`src/rtl/dhs_pkg.sv`:
```
package dhs_pkg;
  typedef enum logic {
    ST_IDLE  = 1'b0,
    ST_ARMED = 1'b1
  } rx_state_e;
endpackage

```
`src/rtl/dhs_sync.sv`:
```
module dhs_sync #(
  parameter int  STAGES    = 2,
  parameter logic RESET_VAL = 1'b1
) (
  input  logic clk,
  input  logic rst,
  input  logic din,
  output logic lvl,
  output logic rise
);
  logic [STAGES-1:0] chain;
  logic              prev;

  generate
    if (STAGES == 1) begin : g_one
      always_ff @(posedge clk) begin
        if (rst) chain <= RESET_VAL;
        else     chain <= din;
      end
    end else begin : g_many
      always_ff @(posedge clk) begin
        if (rst) chain <= {STAGES{RESET_VAL}};
        else     chain <= {chain[STAGES-2:0], din};
      end
    end
  endgenerate

  always_ff @(posedge clk) begin
    if (rst) prev <= RESET_VAL;
    else     prev <= chain[STAGES-1];
  end

  assign lvl  = chain[STAGES-1];
  assign rise = chain[STAGES-1] & ~prev;
endmodule

```
`src/rtl/dhs_fsm.sv`:
```
module dhs_fsm
  import dhs_pkg::*;
(
  input  logic clk,
  input  logic rst,
  input  logic req_lvl,
  input  logic req_rise,
  input  logic hold_full,
  output logic ack,
  output logic capture
);
  rx_state_e state;
  logic      ack_q;

  always_ff @(posedge clk) begin
    if (rst) begin
      state <= ST_IDLE;
      ack_q <= 1'b0;
    end else begin
      case (state)
        ST_IDLE: begin
          if (!req_lvl && !hold_full) begin
            state <= ST_ARMED;
            ack_q <= 1'b1;
          end
        end
        ST_ARMED: begin
          if (req_rise) begin
            state <= ST_IDLE;
            ack_q <= 1'b0;
          end
        end
        default: begin
          state <= ST_IDLE;
          ack_q <= 1'b0;
        end
      endcase
    end
  end

  assign ack     = ack_q;
  assign capture = (state == ST_ARMED) && req_rise;

  AST_ACK_NEEDS_EMPTY: assert property (@(posedge clk) disable iff (rst)
    ($rose(ack_q) && !$past(rst)) |-> !$past(hold_full)) else $error("ack raised while full");
endmodule

```
`src/rtl/dhs_hold.sv`:
```
module dhs_hold #(
  parameter int DATA_W = 8
) (
  input  logic              clk,
  input  logic              rst,
  input  logic              load,
  input  logic [DATA_W-1:0] din,
  output logic [DATA_W-1:0] dout,
  output logic              valid,
  input  logic              ready
);
  always_ff @(posedge clk) begin
    if (rst) begin
      valid <= 1'b0;
      dout  <= '0;
    end else begin
      if (load) begin
        valid <= 1'b1;
        dout  <= din;
      end else if (valid && ready) begin
        valid <= 1'b0;
      end
    end
  end

  AST_HOLD_STABLE: assert property (@(posedge clk) disable iff (rst)
    (valid && !ready) |=> (valid && $stable(dout))) else $error("hold changed under stall");
endmodule

```
`src/rtl/dhs_rx.sv`:
```
module dhs_rx #(
  parameter int DATA_W      = 8,
  parameter int SYNC_STAGES = 2
) (
  input  logic              clk,
  input  logic              rst,
  input  logic [DATA_W-1:0] per_data,
  input  logic              per_req_n,
  output logic              per_ack,
  output logic [DATA_W-1:0] out_data,
  output logic              out_valid,
  input  logic              out_ready
);
  logic req_lvl;
  logic req_rise;
  logic capture;

  dhs_sync #(.STAGES(SYNC_STAGES), .RESET_VAL(1'b1)) u_sync (
    .clk  (clk),
    .rst  (rst),
    .din  (per_req_n),
    .lvl  (req_lvl),
    .rise (req_rise)
  );

  dhs_fsm u_fsm (
    .clk       (clk),
    .rst       (rst),
    .req_lvl   (req_lvl),
    .req_rise  (req_rise),
    .hold_full (out_valid),
    .ack       (per_ack),
    .capture   (capture)
  );

  dhs_hold #(.DATA_W(DATA_W)) u_hold (
    .clk   (clk),
    .rst   (rst),
    .load  (capture),
    .din   (per_data),
    .dout  (out_data),
    .valid (out_valid),
    .ready (out_ready)
  );

  AST_ONE_OWNER: assert property (@(posedge clk) disable iff (rst)
    !(per_ack && out_valid)) else $error("ack high with full hold");

  AST_ACK_DROP_FILLS: assert property (@(posedge clk) disable iff (rst)
    ($fell(per_ack) && !$past(rst)) |-> out_valid) else $error("ack fell without capture");

  AST_IGNORE_UNARMED: assert property (@(posedge clk) disable iff (rst)
    (!per_ack && req_rise) |=> !$rose(out_valid)) else $error("unarmed strobe captured");
endmodule

```
`config.mk`:
```
export PLATFORM = sky130hd
export DESIGN_NAME = dhs_rx
export DESIGN_NICKNAME = d
export VERILOG_FILES = /design/src/rtl/dhs_pkg.sv /design/src/rtl/dhs_sync.sv /design/src/rtl/dhs_fsm.sv /design/src/rtl/dhs_hold.sv /design/src/rtl/dhs_rx.sv
export SDC_FILE = /design/constraint.sdc
export NUM_CORES = 1
export LEC_CHECK = 0
export ABC_AREA = 1
export BUFFER_PORTS_ARGS = -buffer_cell sky130_fd_sc_hd__clkbuf_2
export CORE_MARGIN = 10
export CORE_UTILIZATION = 30
export CTS_BUF_LIST = sky130_fd_sc_hd__clkbuf_8 sky130_fd_sc_hd__clkbuf_16
export DETAILED_ROUTE_END_ITERATION = 7
export MAX_ROUTING_LAYER = met4
export PLACE_DENSITY = 0.56
export SLEW_MARGIN = 25
export SYNTH_ARGS = -nofsm -noshare
export SYNTH_HDL_FRONTEND = slang
export SYNTH_SLANG_ARGS = --single-unit
```
`constraint.sdc`:
```
create_clock -name clk -period 1.1 [get_ports clk]
set_clock_uncertainty 0.2 [all_clocks]
set_input_delay 0.11 -clock clk [delete_from_list [all_inputs] [get_ports clk]]
set_output_delay 0.11 -clock clk [all_outputs]
set_load 0.05 [all_outputs]
```
==> flow_summary.toml <==
[timing]
max_slew_margin_pct = 78.39
rsz0062_at_grt = "true"
fmax_mhz = 941.8
tightest_slew_ps = 323.8
slew_violations = 0
hold_viol_final = 3
period_minus_slack_ps = 1062
setup_viol = 0
hold_ws_ps = -144.3
period_share_pct = 96.53

[floorplan]
ioPinCount = 22
die_area_um2 = 3888
core-area_um2 = 1708
die_x_um = 62.35
dieHeight_um = 62.35
start_util_pct = 31.50
num_rows = 15

[place]
dp_cells = 117
globalplace.congestion = 0.7002
numPortBuffers = 21

[worst_setup_path]
critical_path_buf_inv_count = 2
worstPathRequired_ps = 1030
cp.depth = 3
path_class = "input pin to flop"
worstPathMaxFanout = 1
reg2regPathDepth = 5
slowest_delay_ps = 530
critical-path-top-delay-family = "buffers and inverters"
crit_path_start = "per_req_n"
end_kind = "flop"
worstPathCellList = "dlygate4sd3_1 > clkbuf_2 > or2_2"
r2r-start = "u_sync.prev"
cp-start-kind = "input pin"
worst-endpoint-arrival_ps = 990
crit_slowest_cell = "dlygate4sd3_1"

[clock_tree]
numCtsBuffers = 3
cts_tree = "done"
holdBufCountCts = 9
clk_latency_ps = 240
cts_root_buf = "clkbuf_8"
cts_setup_buffers = 0
htree_levels = 1
clock_path_buffers = 2
clkSinkCount = 14
clk_pin_slew_ps = 60

[routing]
drt_iter0_markers = 5
routed_wl_um = 1358
routedWlPerCell_um = 10.21
drc = 0
drtPass1Iterations = 4
vias_per_cell = 4.008
ant_nets = 0
via_count = 533

[logic_synthesis]
syn_area_um2 = 538.0
seq_area_frac_synth_pct = 52.09
syn_inst = 73
yosys_warnings = 0
yosysUniqueCellTypes = 11
syn-num-nets = 85
ys_ff_latch = 14
syn_avg_cell_area_um2 = 7.370

[outcome]
status = "finished with violations"
violations = "hold timing"

[hold_path]
hp-start = "rst"
hp-class = "input pin to flop"
hold_depth = 2

[final_layout]
nets = 121
area_growth_pct = 75.12
antenna_cells = 0
final_cell_count_no_fill = 133
drive_gt1_share_pct = 41.67
fill_cells = 148

[global_route]
overflow = 0
grt_pass1_wl_um = 2159
grt_pass1_vias = 480
track_usage_pct = 6.903
grt_max_degree = 12
antenna_found_initial = 0

[job]
maxCapViolCount = 0

[pwr]
power.total_w = 0.001124
leakage_nw = 0.4623
p_per_area_nw_per_um2 = 1193
irDropWorstVdd_mv = 0.8785
-- flip-flops by register name, summed over array words and instances, names as in the netlist --
| register | flops |
|---|---|
| u_fsm.ack | 1 |
| u_fsm.state | 1 |
| u_hold.dout | 8 |
| u_hold.valid | 1 |
| u_sync.chain | 2 |
| u_sync.prev | 1 |
-- worst reg2reg max path: stages, from the launching register on --
cell     delay, ps
dfxtp_1        330
inv_4          110
nand3_2        130
nand2_1         90
nand2_1         50
nor2_1          80
-- worst paths after layout --
check | to | slack, ps
setup / recovery | u_sync.chain[0] | 40
hold / removal | u_hold.valid | -140
setup reg to reg | u_hold.dout[6] | 50
hold reg to reg | u_sync.chain[1] | 210
-- placed cells by master (no fill, tap or decap), types with 3 or more instances in the layout --
cell and count:
nand3_4 3, nor2_1 19, buf_4 3, clkbuf_2 11
clkbuf_8 9, inv_1 11, dfxtp_2 10, nand2_1 19
dlygate4sd3_1 9
-- timing repair --
item | in CTS | in global routing
resized for setup | 20 | 12
cloned | 1 | 2
endpoints found under the hold margin | 11 | 3
endpoints found under the setup margin | 18 | 15
pin swaps | 1 | 1
-- cells by family after synthesis --
kind of cell    count (synthesis)  synth area share, %
buf+inv                        14                11.39
simple gates                   41                32.09
flops                          14                52.09
compound gates                  4                4.418
-- final cells by class --
| cell class | count | area, um2 | share of cell area (%) |
|---|---|---|---|
| Tap cell | 25 | 31.28 | 3.320 |
| Multi-Input combinational cell | 48 | 241.5 | 25.63 |
| Timing Repair Buffer | 30 | 266.5 | 28.29 |
| Clock buffer | 4 | 55.05 | 5.843 |
| Inverter | 12 | 47.55 | 5.046 |
| Sequential cell | 14 | 300.3 | 31.87 |
-- per-layer routing --
layer  share of wire, %  routed length (um)  global-route usage, %  up-vias
met5                  0                   0                      -        -
met4                  0                   0                  1.676        0
met3                8.9                 121                  4.480        0
met2                 47                 639                  10.64       20
met1                 44                 598                  7.215      225
li1                   -                   -                      -      288
-- Yosys cell counts --
library cell | n | area [um2]
buf_6 | 1 | 11.26
a21oi_1 | 2 | 10.01
buf_2 | 1 | 5.000
dfxtp_1 | 14 | 280.3
nor2_1 | 19 | 71.32
nand2_1 | 19 | 71.32
nand3_4 | 1 | 17.52
a21oi_2 | 1 | 8.760
inv_1 | 12 | 45.04
or2_2 | 2 | 12.51
o21ai_0 | 1 | 5.000
-- power breakdown --
group          internal [W]  switching (W)   total, W  leakage [nW]
Sequential         0.000516      0.0000146   0.000531         0.119
Clock              0.000317       0.000178   0.000495        0.0288
Combinational     0.0000535      0.0000450  0.0000985         0.314
Total              0.000886       0.000238    0.00112         0.462
-- per-stage QoR --
stage / utilization, % / setup slack (ps) / TNS (ps) / instance area [um2] / hold WS [ps]
global route: 55.16 / -8.425 / -16.04 / 942.2 / -137.1
finish: 55.16 / 38.19 / 0 / 942.2 / -144.3
floorplan: - / 31.14 / 0 / 549.3 / -34.92
detailed placement: 39.19 / -6.335 / -6.335 / 669.4 / 97.10
global placement: 39.19 / 18.37 / 0 / 669.4 / 92.67
CTS: 52.89 / 3.136 / 0 / 903.4 / -141.4
(Power assumes the default switching activity.)
